===== config.mk =====
export PLATFORM = sky130hd
export DESIGN_NAME = bfly_sched_top
export DESIGN_NICKNAME = d
export VERILOG_FILES = /design/src/rtl/bfly_sched_pkg.sv /design/src/rtl/bfly_stage_walk.sv /design/src/rtl/bfly_index_map.sv /design/src/rtl/bfly_sched_top.sv
export SDC_FILE = /design/constraint.sdc
export NUM_CORES = 1
export LEC_CHECK = 0
export ABC_CLOCK_PERIOD_IN_PS = 6600
export BUFFER_PORTS_ARGS = -buffer_cell sky130_fd_sc_hd__buf_2
export CORE_UTILIZATION = 50
export CTS_BUF_LIST = sky130_fd_sc_hd__clkbuf_16
export DETAILED_ROUTE_END_ITERATION = 8
export PLACE_DENSITY = 0.77
export SYNTH_ARGS = -nofsm -noshare
export SYNTH_HDL_FRONTEND = slang
export SYNTH_SLANG_ARGS = --single-unit

===== constraint.sdc =====
create_clock -name clk -period 6.6 [get_ports clk]
set_input_delay 0 -clock clk [delete_from_list [all_inputs] [get_ports clk]]
set_output_delay 0 -clock clk [all_outputs]
set_load 0.005 [all_outputs]

===== src/rtl/bfly_sched_pkg.sv =====
package bfly_sched_pkg;
  typedef enum logic [1:0] {
    ST_IDLE = 2'd0,
    ST_RUN  = 2'd1,
    ST_FIN  = 2'd2
  } run_state_e;
endpackage


===== src/rtl/bfly_stage_walk.sv =====
// Holds the stage, group base and pair offset of the next butterfly to issue
// and steps them in stage, group, pair order.
module bfly_stage_walk #(
  parameter int IDX_W = 6,
  parameter int LOG_W = 3
) (
  input  logic             clk,
  input  logic             rst_n,
  input  logic             clear,
  input  logic             advance,
  input  logic [LOG_W-1:0] ln,
  output logic [LOG_W-1:0] stage,
  output logic [IDX_W-1:0] base,
  output logic [IDX_W-1:0] offs,
  output logic             is_last
);
  logic [IDX_W:0] half_w, span_w, n_w, grp_next;
  logic           pair_end, grp_end, stage_end;

  always_comb begin
    half_w    = (IDX_W+1)'(1) << stage;
    span_w    = half_w << 1;
    n_w       = (IDX_W+1)'(1) << ln;
    grp_next  = {1'b0, base} + span_w;
    pair_end  = ({1'b0, offs} + (IDX_W+1)'(1)) == half_w;
    grp_end   = grp_next == n_w;
    stage_end = stage == (ln - LOG_W'(1));
    is_last   = pair_end && grp_end && stage_end;
  end

  always_ff @(posedge clk or negedge rst_n) begin
    if (!rst_n) begin
      stage <= '0;
      base  <= '0;
      offs  <= '0;
    end else if (clear) begin
      stage <= '0;
      base  <= '0;
      offs  <= '0;
    end else if (advance) begin
      if (!pair_end) begin
        offs <= offs + IDX_W'(1);
      end else begin
        offs <= '0;
        if (grp_end) begin
          base  <= '0;
          stage <= stage + LOG_W'(1);
        end else begin
          base <= grp_next[IDX_W-1:0];
        end
      end
    end
  end

  // the pair offset never leaves the current half-span
  a_r2_offs_in_half: assert property (@(posedge clk) disable iff (!rst_n)
    advance |-> ({1'b0, offs} < half_w));

  // group bases stay aligned to the span
  a_r2_base_aligned: assert property (@(posedge clk) disable iff (!rst_n)
    advance |-> (({1'b0, base} & (span_w - (IDX_W+1)'(1))) == '0));
endmodule


===== src/rtl/bfly_index_map.sv =====
// Turns the walk position into element and twiddle indices.
module bfly_index_map #(
  parameter int IDX_W = 6,
  parameter int LOG_W = 3
) (
  input  logic [LOG_W-1:0] ln,
  input  logic [LOG_W-1:0] stage,
  input  logic [IDX_W-1:0] base,
  input  logic [IDX_W-1:0] offs,
  output logic [IDX_W-1:0] idx_lo,
  output logic [IDX_W-1:0] idx_hi,
  output logic [IDX_W-1:0] idx_tw
);
  logic [IDX_W:0]   half_w;
  logic [LOG_W-1:0] tw_shift;

  always_comb begin
    half_w   = (IDX_W+1)'(1) << stage;
    tw_shift = ln - LOG_W'(1) - stage;
    idx_lo   = base + offs;
    idx_hi   = idx_lo + half_w[IDX_W-1:0];
    idx_tw   = offs << tw_shift;
  end
endmodule


===== src/rtl/bfly_sched_top.sv =====
module bfly_sched_top
  import bfly_sched_pkg::*;
#(
  parameter int MAX_LOG2 = 6,
  localparam int IDX_W = MAX_LOG2,
  localparam int LOG_W = $clog2(MAX_LOG2 + 1)
) (
  input  logic             clk,
  input  logic             rst_n,
  input  logic             start,
  input  logic             single_step,
  input  logic             step_en,
  input  logic [LOG_W-1:0] log2n,
  output logic [IDX_W-1:0] jl,
  output logic [IDX_W-1:0] jh,
  output logic [IDX_W-1:0] tw,
  output logic             valid,
  output logic             last,
  output logic             done
);
  run_state_e       state;
  logic [LOG_W-1:0] ln_q, ln_clamped;
  logic             mode_q;
  logic             accept_start, emit, is_last;
  logic [LOG_W-1:0] stage;
  logic [IDX_W-1:0] base, offs;
  logic [IDX_W-1:0] idx_lo, idx_hi, idx_tw;

  always_comb begin
    if (log2n == '0)                         ln_clamped = LOG_W'(1);
    else if (log2n > LOG_W'(MAX_LOG2))       ln_clamped = LOG_W'(MAX_LOG2);
    else                                     ln_clamped = log2n;
    accept_start = start && (state != ST_RUN);
    emit         = (state == ST_RUN) && (!mode_q || step_en);
  end

  bfly_stage_walk #(.IDX_W(IDX_W), .LOG_W(LOG_W)) walk_i (
    .clk(clk), .rst_n(rst_n), .clear(accept_start), .advance(emit),
    .ln(ln_q), .stage(stage), .base(base), .offs(offs), .is_last(is_last)
  );

  bfly_index_map #(.IDX_W(IDX_W), .LOG_W(LOG_W)) map_i (
    .ln(ln_q), .stage(stage), .base(base), .offs(offs),
    .idx_lo(idx_lo), .idx_hi(idx_hi), .idx_tw(idx_tw)
  );

  always_ff @(posedge clk or negedge rst_n) begin
    if (!rst_n) begin
      state  <= ST_IDLE;
      ln_q   <= LOG_W'(1);
      mode_q <= 1'b0;
    end else if (accept_start) begin
      state  <= ST_RUN;
      ln_q   <= ln_clamped;
      mode_q <= single_step;
    end else if (emit && is_last) begin
      state  <= ST_FIN;
    end
  end

  always_ff @(posedge clk or negedge rst_n) begin
    if (!rst_n) begin
      jl    <= '0;
      jh    <= '0;
      tw    <= '0;
      valid <= 1'b0;
      last  <= 1'b0;
      done  <= 1'b0;
    end else begin
      valid <= emit;
      last  <= emit && is_last;
      done  <= (state == ST_FIN) && !start;
      if (emit) begin
        jl <= idx_lo;
        jh <= idx_hi;
        tw <= idx_tw;
      end
    end
  end

  // in single-step mode every emitted step was requested the cycle before
  a_r5_step_requested: assert property (@(posedge clk) disable iff (!rst_n)
    (valid && mode_q) |-> $past(step_en));

  // last only accompanies a valid step
  a_r6_last_needs_valid: assert property (@(posedge clk) disable iff (!rst_n)
    last |-> valid);

  // done holds until a start arrives
  a_r7_done_held: assert property (@(posedge clk) disable iff (!rst_n)
    (done && !start) |=> done);

  // no step is presented while done
  a_r7_quiet_when_done: assert property (@(posedge clk) disable iff (!rst_n)
    done |-> !valid);

  // a start during a run does not leave the running state early
  a_r8_start_ignored: assert property (@(posedge clk) disable iff (!rst_n)
    (start && state == ST_RUN && !(emit && is_last)) |=> (state == ST_RUN));

  // the high index lies above the low index
  a_r2_hi_above_lo: assert property (@(posedge clk) disable iff (!rst_n)
    valid |-> (jh > jl));

  // twiddle index stays below N/2
  a_r3_tw_range: assert property (@(posedge clk) disable iff (!rst_n)
    valid |-> ({1'b0, tw} < ((IDX_W+1)'(1) << (ln_q - LOG_W'(1)))));
endmodule


### After elaboration in Yosys (flattened, before gate mapping)

Cells that the tools add are included.
Widths: inputs -> output; s select.

* register bits: 42
* output and inout port bits: 21
* logic and storage cells: 61

* add/sub/neg operators: 8
* $lt $le $gt $ge: 1
* equality and inequality tests: 6
* shift-type cells: 3
* mux-type cells: 15
* reduce and logical (&&, ||, !) cells: 16

Operators with widths (number)
* $mux 6: 7
* $mux 3: 6
* $eq 7x7->1: 2
* $shl 1x3->7 const A: 2
* $add 6x6->6: 2
* $reduce_bool 2->1: 4
* $add 6x1->7 const B: 1
* $add 6x7->7: 1
* $add 6x1->6 const B: 1
* $logic_and 1x1->1: 6
* $shl 6x3->6: 1
* $mux 2: 2
* $add 3x1->3 const B: 1
* $eq 3x3->1: 1
* $gt 3x3->1 const B: 1
* $logic_not 3->1: 1
* $reduce_and 3->1: 1
* $sub 3x1->3 const B: 1
* $sub 3x3->3: 1
* $eq 2x1->1 const B: 1
* $eq 2x2->1 const B: 1
* $logic_not 1->1: 2
* $ne 2x1->1 const B: 1
* $reduce_and 2->1: 1
* $logic_or 1x1->1: 1

### Depth between registers and ports, before layout

Gate-level depths: netlist (run 1).

* word-level depth: 8
* gate-level depth with buffers: 14
* mapped depth without buffers: 12

### Hierarchy

From an unflattened synthesis (run 1), not the netlist that was laid out.

* cells, all modules: 304
* area total of the unflattened synthesis: 3165.5 um^2

By module, submodules not included
* bfly_stage_walk: instances 1, cells each 164, area an instance 1475.2 um^2
* bfly_sched_top: instances 1, cells each 64, area an instance 1071.0 um^2
* bfly_index_map: instances 1, cells each 76, area an instance 619.3 um^2

### Worst setup path before layout (run 1)

OpenSTA, ideal clock, no wires.

* path type: register to register
* start: reg walk_i.stage[1]
* end: reg walk_i.stage[1]
* library setup time: 0.125 ns
* data arrival time: 3.322 ns
* data required time: 6.475 ns
* path slack: 3.153 ns
* cell stages (with the launch flop): 15
* path buffers: 2
* period minus slack after synthesis: 3.447 ns
* cells stage by stage: dfrtp_1 -> inv_1 -> ha_1 -> buf_2 -> nand2b_1 -> clkbuf_1 -> xnor2_1 -> ha_1 -> a21o_1 -> maj3_1 -> a21oi_1 -> xor3_1 -> a2111o_1 -> nor3_4 -> mux2_4

* word-level cells in the longest chain between the ends: 5
* elaborated cells on any way between the ends: 12
* classes of those cells: add/sub: 2; eq/ne: 2; shift: 1; mux: 4; reduce/logical: 3

RTL lines
* start: declaration: RTL line bfly_stage_walk.sv:12 `output logic [LOG_W-1:0] stage,`
* start signal: assignment: RTL line bfly_stage_walk.sv:47 `stage <= stage + LOG_W'(1);`
* $shl 1x3->7 / $add 3x1->3 (equally long branches)
* $add 6x7->7 / $mux 3 (equally long branches): RTL line bfly_stage_walk.sv:24, bfly_stage_walk.sv:45
* $eq 7x7->1 / $mux 3 (equally long branches): RTL line bfly_stage_walk.sv:26, bfly_stage_walk.sv:41
* $reduce_bool 2->1 (no line) / $mux 3 (equally long branches)
* $reduce_and 3->1 (no line) / $mux 3 (equally long branches)

Parallel ways exist; a longest one is shown, timed or not. The select of a mux whose other input is x is not followed.
A chain may end at the register's enable or synchronous reset.

### Final worst setup path (run 1)

Same ends and word-level chain as after synthesis.

==> impl_results.md, run 1 <==
* Status: complete, no violations
* Reg2reg start: walk_i.stage[1]
* CP Depth at 12
* Die Ht at around 80 um
* Number of synthesized flops with an enable pin at 0
* Vias post-DR at 2435
* Slowest cell on the critical path: a2111o_1
* Hold path depth at 3
* Min-Delay Path Class: input port to flop
* Fin Setup TNS at 0 ns
* Post-synthesis sequential area ratio at 0.3411
* Gpl congestion at 0.8712
* Crit path cell chain: inv_1 > ha_1 > nand2b_1 > xnor2_1 > ha_1 > a21o_1 > maj3_1 > a21oi_1 > xor3_1 > a2111o_1 > nor3_4 > mux2_4
* Final hold violations at 0
* Power Dens Cells at about 160 mW/mm^2
* Die area at 0.006338 mm^2
* Peak VDD IR at roughly 150 uV
* CTS Buf Count at 5
* Core area at 0.005642 mm^2
* CP delay by family, top: adder cells
* Mapped Nets at between 300 and 400
* Async set-reset flop share out of synthesis at 1.000
* Worst-Margin Slew at 0.9059 ns
* Max cap viols at 0
* Primary FF master, synth: dfrtp_1
* Final setup skew at 0.004409 ns
* Startpoint types: flop
* Iter 0 DRT Violations at 144
* Syn Inst Count at around 340
* WHS Endpoint: ln_q[0]
* Worst Setup Path Type: flop to flop
* Slowest stage delay, CP at ~0.45 ns
* Post-route DRC violation count at 0
* Critical path's most frequent cell: ha_1
* Buffers and inverters on the worst path at 1
* Final #Nets at 395
* DP HPWL at between 4000 and 5000 um
* Clock Root Buffer: clkbuf_16
* # rows at 27
* CTS tree: built
* Cell variety after synth at 59
* Post-Synthesis Cell Area at around 0.0030 mm^2
* Clk pin slew, worst setup/hold paths at about 0.060 ns
* #FFs+latches synth at 41
* Share of layout cells above drive strength 1 at 0.1298
* Area grow syn2layout at 12.30%
* Achievable Freq at 0.2625 GHz
* Final hold slack at approximately 0.026 ns
* Initial antenna violation count at 0
* Largest net degree at the start of global routing at 42
* Worst Path Arrival at approximately 4.0 ns
* TritonRoute pass-1 iters at 4
* Longest Clk Path Bufs at 2
* Vias in the first global route at around 2.3k
* GRT Total Usage at 0.2204
* Gr ovfl total at 0
* Clock tree sinks at 41
* Period utilization at 0.5772
* Mapped Avg Cell Area at between 8 and 9 um^2
* Worst reg2reg endpoint: walk_i.stage[1]
* WL per Instance at roughly 15 um
* Relative slew slack at 0.3961
* Worst EP required at 6.76 ns
* Setup violators final at 0
* I/O Buffers at 28
* Post-DR vias/cell at around 5.6
* Initial Utilization at 0.5338
* Final Util at 0.5995
* YS warnings at 0
* Setup slack, reg-to-reg at about 2.8 ns
* Unrepaired setup endpoints after global routing: false
* Reg2Reg Depth at 12
* Fin. max-slew vios at 0
* HP Start: log2n[0]
* LEAKAGE at 1.627 nW
* Antenna cells at 0
* H-tree Lvls at 2
* CP endpoint kind: flop
* Post-layout min period at 3.810 ns
* Worst-path fanout max at 9
* First-pass GRT wire length at between 10000 and 15000 um
* Gates resized, CTS repair at 0
* Total wire length at roughly 6400 um
* Chip width at approximately 80 um
* # IOs at 29
* ANT nets after route at 0
* Clock Latency Late Sink at between 0.2 and 0.3 ns
[metrics by stage]
stage,cell area [um^2],power [mW],setup slack (ns),cells
3_5_place_dp,3179,0.2731,2.805,422
2_1_floorplan,3012,0.2634,3.153,338
5_1_grt,3382,0.5613,2.595,434
6_report,3382,0.5396,2.790,434
3_3_place_gp,3179,0.2725,2.993,422
4_1_cts,3382,0.5452,2.804,434
[Yosys cell counts, drive strengths merged (3+ instances only)]
cell type / count / area share
nand2: 56 / 0.071
dfrtp: 40 / 0.33
o21ai: 25 / 0.042
ha: 24 / 0.10
xnor2: 22 / 0.064
a21oi: 17 / 0.029
inv: 16 / 0.020
nor2: 16 / 0.020
clkbuf: 12 / 0.015
xor2: 11 / 0.032
nand3: 9 / 0.015
and3: 8 / 0.017
mux2i: 7 / 0.023
buf: 6 / 0.011
nor2b: 6 / 0.012
nor3: 6 / 0.014
nand2b: 5 / 0.010
a32o: 4 / 0.013
a211oi: 3 / 0.0075
a21o: 3 / 0.0075
maj3: 3 / 0.010
[report_power, final]
part	switching (mW)	internal, mW
logic	0.00915	0.00685
registers	0.000730	0.253
clock network	0.0942	0.176
total	0.104	0.436
[cell type report]
| class | instances | area [um^2] |
|---|---|---|
| clock buffers | 5 | 125.1 |
| clock inverters | 3 | 37.54 |
| fillers | 489 | 2260 |
| inverters | 16 | 60.06 |
| multi-input cells | 263 | 1847 |
| flip-flops and latches | 41 | 1027 |
| well taps | 72 | 90.09 |
| repair buffers | 34 | 195.2 |
[logic make-up (layout without fill, tap and decap cells)]
logic type,after synthesis,count (layout),synth area share
simple gates,118,118,0.1903
compound gates,73,73,0.1666
flops,41,41,0.3411
xor+xnor,34,34,0.1039
buf+inv,34,58,0.04570
fa+ha+maj,29,29,0.1230
mux,8,8,0.02825
other cells,1,1,0.001245
[per-layer routing]
metal | routed length [um] | global-route usage
met5 | 0 | 0
met4 | 136 | 0.07636
met3 | 343 | 0.04343
met2 | 2938 | 0.3496
met1 | 3008 | 0.2972
[registers in the layout (all words and copies together), names as in the netlist]
| register | count |
|---|---|
| last | 1 |
| tw | 6 |
| walk_i.stage | 3 |
| ln_q | 3 |
| walk_i.offs | 6 |
| done | 1 |
| jh | 6 |
| mode_q | 1 |
| valid | 1 |
| state | 2 |
| jl | 6 |
| walk_i.base | 5 |
[repair_timing]
item | CTS | global route
endpoints found under the hold margin | 43 | 0
hold buffers | 4 | 0
setup buffers | 0 | 0
[tightest hold or removal path, cell delays in order]
cell and delay (ns):
buf_2 0.09, o21ai_0 0.13, o21ai_0 0.07
[layout by cell type (no fill, tap or decap), drive strengths merged, types with 3 or more instances in the layout]
master        n
nand2        56
dfrtp        40
buf          30
o21ai        25
ha           24
xnor2        22
inv          17
a21oi        17
nor2         16
xor2         11
nand3         9
and3          8
mux2i         7
nor2b         6
nor3          6
nand2b        5
clkbuf        5
a32o          4
dlygate4sd3   4
a21o          3
a211oi        3
maj3          3
[worst max-delay path by stage]
stage / slack (ns) / start / endpoint
global placement: 2.99 / walk_i.stage[1] / walk_i.stage[1]
finish: 2.79 / walk_i.stage[1] / walk_i.stage[1]
floorplan: 3.15 / walk_i.stage[1] / walk_i.stage[1]
detailed placement: 2.81 / walk_i.stage[1] / walk_i.stage[1]
global route: 2.60 / walk_i.stage[1] / walk_i.stage[1]
CTS: 2.80 / walk_i.stage[1] / walk_i.stage[1]
Note: power is estimated with default switching activity, not from simulation.
==> run 2, diff against run 1 <==
- ABC_CLOCK_PERIOD_IN_PS: 6600 -> 3700
- clock period: 6.6 -> 3.7 ns (I/O delays scaled with it)
==> run 2 against run 1 <==
Combinational power rose by 78%. Fmax grew 11%. Flip-flop and latch count is the same. Register-to-register slack got worse by 2.5 ns. Critical endpoint is now walk_i.stage[0]. Final area up 0.22%. Total power up 67%.
==> impl_results.md, run 2 (same netlist as run 1, synthesis figures left out) <==
* Status: complete, no violations
* # IOs at 29 (unchanged)
* Vias post-DR at 2429 (-0.25%)
* Longest Clk Path Bufs at 2 (unchanged)
* Die area at 0.006338 mm^2 (unchanged)
* Setup violators final at 0 (unchanged)
* Fin. max-slew vios at 0 (unchanged)
* Core area at 0.005642 mm^2 (unchanged)
* Initial antenna violation count at 0 (unchanged)
* Fin Setup TNS at 0 ns (unchanged)
* Post-route setup slack at 0.2625 ns (-2.528 ns)
* CTS tree: built
* Final hold violations at 0 (unchanged)
* Share of layout cells above drive strength 1 at 0.1479 (+0.01811)
* DP Area at 0.003202 mm^2 (+0.71%)
* Final #Nets at 398 (+0.76%)
* Post-layout min period at 3.437 ns (-0.3721 ns)
* Power Dens Cells at 265.6 mW/mm^2 (+66%)
* Period utilization at 0.9291 (+0.3518)
* Min-Delay Path Class: input port to flop
* Post-route DRC violation count at 0 (unchanged)
* CTS Buf Count at 5 (unchanged)
* TritonRoute pass-1 iters at 4 (unchanged)
* Unrepaired setup endpoints after global routing: false
* Worst EP required at 3.90 ns (-2.86 ns)
* # rows at 27 (unchanged)
* Gr ovfl total at 0 (unchanged)
* Achievable Freq at 0.2909 GHz (+11%)
* H-tree Lvls at 2 (unchanged)
* Most frequent cells in the layout: nand2_1 (55), dfrtp_1 (39), buf_2 (28)
* Iter 0 DRT Violations at 147 (+2.1%)
* Clk pin slew, worst setup/hold paths at 0.06 ns (about the same)
* Worst Setup Path Type: flop to flop
* Worst Path Arrival at 3.63 ns (-0.34 ns)
* Dpl ws at 0.1797 ns (-2.625 ns)
* Setup Fix Bufs, Post-CTS at 0 (unchanged)
* Clock Latency Late Sink at 0.28 ns (about the same)
* Chip width at 79.61 um (unchanged)
* Placed cells at 425 (+0.71%)
* WL per Instance at 14.57 um (-1.6%)
* Peak VDD IR at 218.2 uV (+45%)
* DP HPWL at 4732 um (+1.0%)
* Clock tree sinks at 41 (unchanged)
* LEAKAGE at 1.630 nW (+0.14%)
* Area grow syn2layout at 12.55%
* Gpl congestion at 0.8589 (-1.4%)
* Relative slew slack at 0.3827 (-0.01333)
* First-pass GRT wire length at 10920 um (-0.13%)
* Final cell count without fillers at 437 (+0.69%)
* Startpoint types: flop
* Largest net degree at the start of global routing at 42 (unchanged)
* Max cap viols at 0 (unchanged)
* Clock Root Buffer: clkbuf_16
* Finished layout cell area at 0.003390 mm^2 (+0.22%)
* ANT nets after route at 0 (unchanged)
* Antenna cells at 0 (unchanged)
* I/O Buffers at 28 (unchanged)
* Total wire length at 6369 um (-0.89%)
* Vias in the first global route at 2332 (+1.9%)
* Die Ht at 79.61 um (unchanged)
* Post-DR vias/cell at 5.558 (-0.93%)
* Worst-path fanout max at 4 (-5)
* Worst-Margin Slew at 0.9259 ns (+0.02000 ns)
* Most common cell after layout, fill and taps aside: nand2_1
* GRT Total Usage at 0.2233 (+0.002983)
* CP endpoint kind: flop
* Final setup skew at 0.004071 ns (-0.0003379 ns)
* Initial Utilization at 0.5338 (unchanged)
* Fillers at 524 (+7.2%)
## run 2: path summary, 6_finish.rpt
check                                start               to  cells after the start  slack (ns)
max in group asynchronous            rst_n  walk_i.stage[0]                      2        2.66
max                        walk_i.stage[1]  walk_i.stage[0]                     13        0.26
max reg2reg                walk_i.stage[1]  walk_i.stage[0]                     13        0.26
min in group asynchronous            rst_n            jh[3]                      2        0.40
min reg2reg                          jl[5]            jl[5]                      2        0.47
min                               log2n[0]          ln_q[0]                      3        0.05
## run 2: where the power goes
group | switching (mW) | internal [mW]
combinational | 0.0164 | 0.0121
clock | 0.172 | 0.247
sequential | 0.00127 | 0.451
total | 0.190 | 0.710
## run 2: repair_timing
item / 4_1_cts / 5_1_grt
endpoints found under the hold margin: 43 / 0
hold buffers: 4 / 0
setup endpoints to repair: 0 / 9
gates resized for setup: 0 / 2
## run 2: routing by layer
layer | vias up | global-route usage | share of wire
met3 | 11 | 0.03429 | 0.031
met2 | 59 | 0.3803 | 0.48
li1 | 1217 | - | -
met5 | - | 0 | 0
met1 | 1142 | 0.2902 | 0.47
met4 | 0 | 0.06545 | 0.016
## run 2: layout make-up
cell class	count	area [um^2]	share of cell area
multi-input combinational	263	1851	0.5460
clock buffer	5	125.1	0.03691
timing repair buffer	37	217.7	0.06423
clock inverter	3	17.52	0.005168
sequential	41	1028	0.3034
tap	72	90.09	0.02658
inverter	16	60.06	0.01772
## run 2: critical path: stages, from the launching register on
cell and delay, ns:
dfrtp_1 0.41, inv_1 0.13, ha_1 0.24, nor2b_1 0.16, ha_1 0.25, ha_1 0.24
a21o_1 0.18, maj3_1 0.37, a21oi_2 0.20, xor3_1 0.25, a2111o_1 0.40, nor3_4 0.18
buf_4 0.17, mux2i_1 0.19
## run 2: through the flow
step	hold slack [ns]	power, mW	utilization
after floorplan	-0.2956	0.4699	-
after global placement	0.1849	0.4860	0.5675
after detailed placement	0.1959	0.4871	0.5675
after CTS	0.05230	0.9144	0.5999
after global routing	0.1167	0.9396	0.6008
final	0.04914	0.9004	0.6008
==> run 3, diff against run 2 <==
- CORE_UTILIZATION: 50 -> 60
- PLACE_DENSITY: 0.77 -> 0.89
- RECOVER_POWER: unset -> 25
==> run 3 against run 2 <==
The flow now finishes with violations (capacitance limit, slew limit). Combinational power is 1% lower. Sequential power hardly changed. Utilization is 12 points higher. Hold slack worse by 0.0026 ns. Highest routed layer unchanged. Non-clock buffer count stayed put. Critical endpoint is now walk_i.base[5]. Final cell count is 1.1% lower. Global-route usage is 5.9 points higher. Die area is 16% lower. Flip-flop and latch count stayed put. Critical path depth is 1 lower. First-iteration DRC count is 4.8% lower. Total power is 17% higher. Largest power group is now clock.
==> impl_results.md, run 3 (same netlist as run 1, synthesis figures left out) <==
* Final Util at 0.7163 (+0.1155)
* Reg2Reg Depth at 12 (-1)
* HP Start: log2n[0]
* Buffers and inverters on the worst path at 1 (-1)
* ANT nets after route at 0 (unchanged)
* Setup Fix Bufs, Post-CTS at 0 (unchanged)
* Unrepaired setup endpoints after global routing: false
* Most frequent cells in the layout: nand2_1 (55), dfrtp_1 (38), ha_1 (24)
* Fin. max-slew vios at 42 (+42)
* CTS tree: built
* # IOs at 29 (unchanged)
* Post-DR vias/cell at 5.884 (+5.9%)
* Final setup skew at 0.008197 ns (+0.004125 ns)
* Met2 Use GR at 0.5088 (+0.1285)
* GRT Total Usage at 0.2819 (+0.05854)
* Finished layout cell area at 0.003428 mm^2 (+1.1%)
* Startpoint types: flop
* Clk pin slew, worst setup/hold paths at 0.07 ns (about the same)
* Relative slew slack at -0.4609 (-0.8436)
* Gpl congestion at 0.8709 (+1.4%)
* Clock Root Buffer: clkbuf_16
* Setup violators final at 0 (unchanged)
* Fillers at 385 (-27%)
* Critical path's most frequent cell: ha_1
* CTS Buf Count at 5 (unchanged)
* First-pass GRT wire length at 11390 um (+4.4%)
* Failing checks: capacitance limit, slew limit
* Final #Nets at 398 (unchanged)
* Worst Path Arrival at 3.72 ns (+0.09 ns)
* WHS Endpoint: ln_q[0]
* Status: complete, but fails checks
* Gr ovfl total at 0 (unchanged)
* Worst-path fanout max at 5 (+1)
* Busiest grt layer: met2
* Slowest stage delay, CP at 0.45 ns (+0.04 ns)
* Clock Latency Late Sink at 0.29 ns (about the same)
* Setup slack, reg-to-reg at 0.15 ns (-0.11 ns)
* Area grow syn2layout at 13.83%
* Die area at 0.005306 mm^2 (-16%)
* Largest net degree at the start of global routing at 42 (unchanged)
* Chip width at 72.85 um (-8.5%)
* CP delay by family, top: compound AO/OA/AOI/OAI gates
* Worst EP required at 3.88 ns (-0.02 ns)
* Worst Setup Path Type: flop to flop
* Max cap viols at 1 (+1)
* Peak VDD IR at 178.5 uV (-18%)
* Period utilization at 0.9592 (+0.03011)
* Critical Path Start: walk_i.stage[1]
* Share of layout cells above drive strength 1 at 0.1342 (-0.01370)
* Most common cell after layout, fill and taps aside: nand2_1
* Initial antenna violation count at 0 (unchanged)
* Post-layout min period at 3.549 ns (+0.1114 ns)
* M3 GR Usage at 0.04558 (+0.01129)
* Power Dens Cells at 308.2 mW/mm^2 (+16%)
* Slowest cell on the critical path: a2111o_1
* Die Ht at 72.85 um (-8.5%)
* Hold path depth at 3 (unchanged)
* Longest Clk Path Bufs at 2 (unchanged)
* I/O Buffers at 28 (unchanged)
* Vias in the first global route at 2436 (+4.5%)
* Antenna cells at 0 (unchanged)
* LEAKAGE at 1.633 nW (+0.19%)
* Post-route DRC violation count at 0 (unchanged)
* Min-Delay Path Class: input port to flop
* Iter 0 DRT Violations at 140 (-4.8%)
* Clock tree sinks at 41 (unchanged)
* Total wire length at 6882 um (+8.1%)
* Worst-Margin Slew at 2.191 ns (+1.265 ns)
* Vias post-DR at 2542 (+4.7%)
* Core area at 0.004786 mm^2 (-15%)
* DP HPWL at 4911 um (+3.8%)
* Achievable Freq at 0.2818 GHz (-3.1%)
* Fin Setup TNS at 0 ns (unchanged)
* TritonRoute pass-1 iters at 4 (unchanged)
* Worst reg2reg endpoint: walk_i.base[5]
* Initial Utilization at 0.6293 (+0.09546)
* WL per Instance at 15.93 um (+9.3%)
* Final hold violations at 0 (unchanged)
* DP Area at 0.003196 mm^2 (-0.20%)
* CP endpoint kind: flop
* Reg2reg start: walk_i.stage[1]
* H-tree Lvls at 2 (unchanged)
* Met1 usage in global routing at 0.3403 (+0.05010)
* Crit path cell chain: inv_1 > ha_1 > nand2b_1 > xnor2_1 > ha_1 > a21o_1 > maj3_1 > a21oi_2 > xor3_1 > a2111o_1 > or2_1 > a32o_1
* # rows at 25 (-7.4%)
run 3: cell count changes in the layout (fill, tap and decap cells not counted):
cell / previous run / this run
buf_2: 28 / 22
bufinv_16: 0 / 2
clkbuf_1: 0 / 6
clkinv_2: 2 / 0
clkinvlp_4: 1 / 0
dfrtp_1: 39 / 38
dfrtp_2: 1 / 2
inv_6: 0 / 1
o21ai_0: 21 / 22
o21ai_1: 4 / 3
run 3: stage by stage:
stage | hold slack (ns) | power [mW] | setup WS (ns) | std cells
global route | 0.06563 | 1.084 | 0.004869 | 432
finish | 0.04656 | 1.057 | 0.1511 | 432
detailed placement | 0.1954 | 0.4870 | 0.1596 | 420
CTS | 0.06378 | 1.061 | 0.06896 | 432
floorplan | -0.2956 | 0.4699 | 0.2528 | 338
global placement | 0.1741 | 0.4856 | 0.3260 | 420
run 3: per-layer routing:
layer / vias up / part of all wire / wire length, um
li1: 1214 / - / -
met1: 1219 / 0.43 / 2973
met2: 98 / 0.51 / 3493
met3: 11 / 0.046 / 315
met4: 0 / 0.014 / 99
met5: - / 0 / 0
run 3: final cells by class:
class / count / area [um^2] / share of cell area
timing repair buffer: 37 / 210.2 / 0.06131
inverter: 16 / 60.06 / 0.01752
clock inverter: 3 / 68.82 / 0.02007
sequential: 41 / 1030 / 0.3004
multi-input combinational: 263 / 1851 / 0.5398
tap: 67 / 83.83 / 0.02445
clock buffer: 5 / 125.1 / 0.03650
run 3: worst max-delay path by stage:
stage / end / slack (ns) / cells past startpoint
3_5_place_dp: walk_i.base[2] / 0.16 / 12
5_1_grt: walk_i.stage[0] / 0.005 / 13
2_1_floorplan: walk_i.stage[1] / 0.25 / 14
3_3_place_gp: walk_i.base[5] / 0.33 / 12
4_1_cts: walk_i.stage[0] / 0.07 / 13
6_report: walk_i.base[5] / 0.15 / 12
run 3: repair_timing:
item / CTS / global route
hold buffers: 4 / 0
gates resized for setup: 0 / 3
endpoints found under the hold margin: 43 / 0
setup endpoints to repair: 0 / 10
run 3: worst reg2reg max path: cells and delay by family, from the launching register on:
family	cells	cell delay (ns)
AOI/OAI and AO/OA	4	1.08
adders and majority gates	3	0.84
and+or+nand+nor	2	0.48
DFF	1	0.44
xor gates and xnor gates	2	0.44
buffers and inverters	1	0.15
run 3: power breakdown:
| group | internal (mW) | leakage (nW) | switching (mW) |
|---|---|---|---|
| Combinational | 0.0117 | 1.03 | 0.0164 |
| Clock | 0.389 | 0.0944 | 0.187 |
| Sequential | 0.451 | 0.512 | 0.00120 |
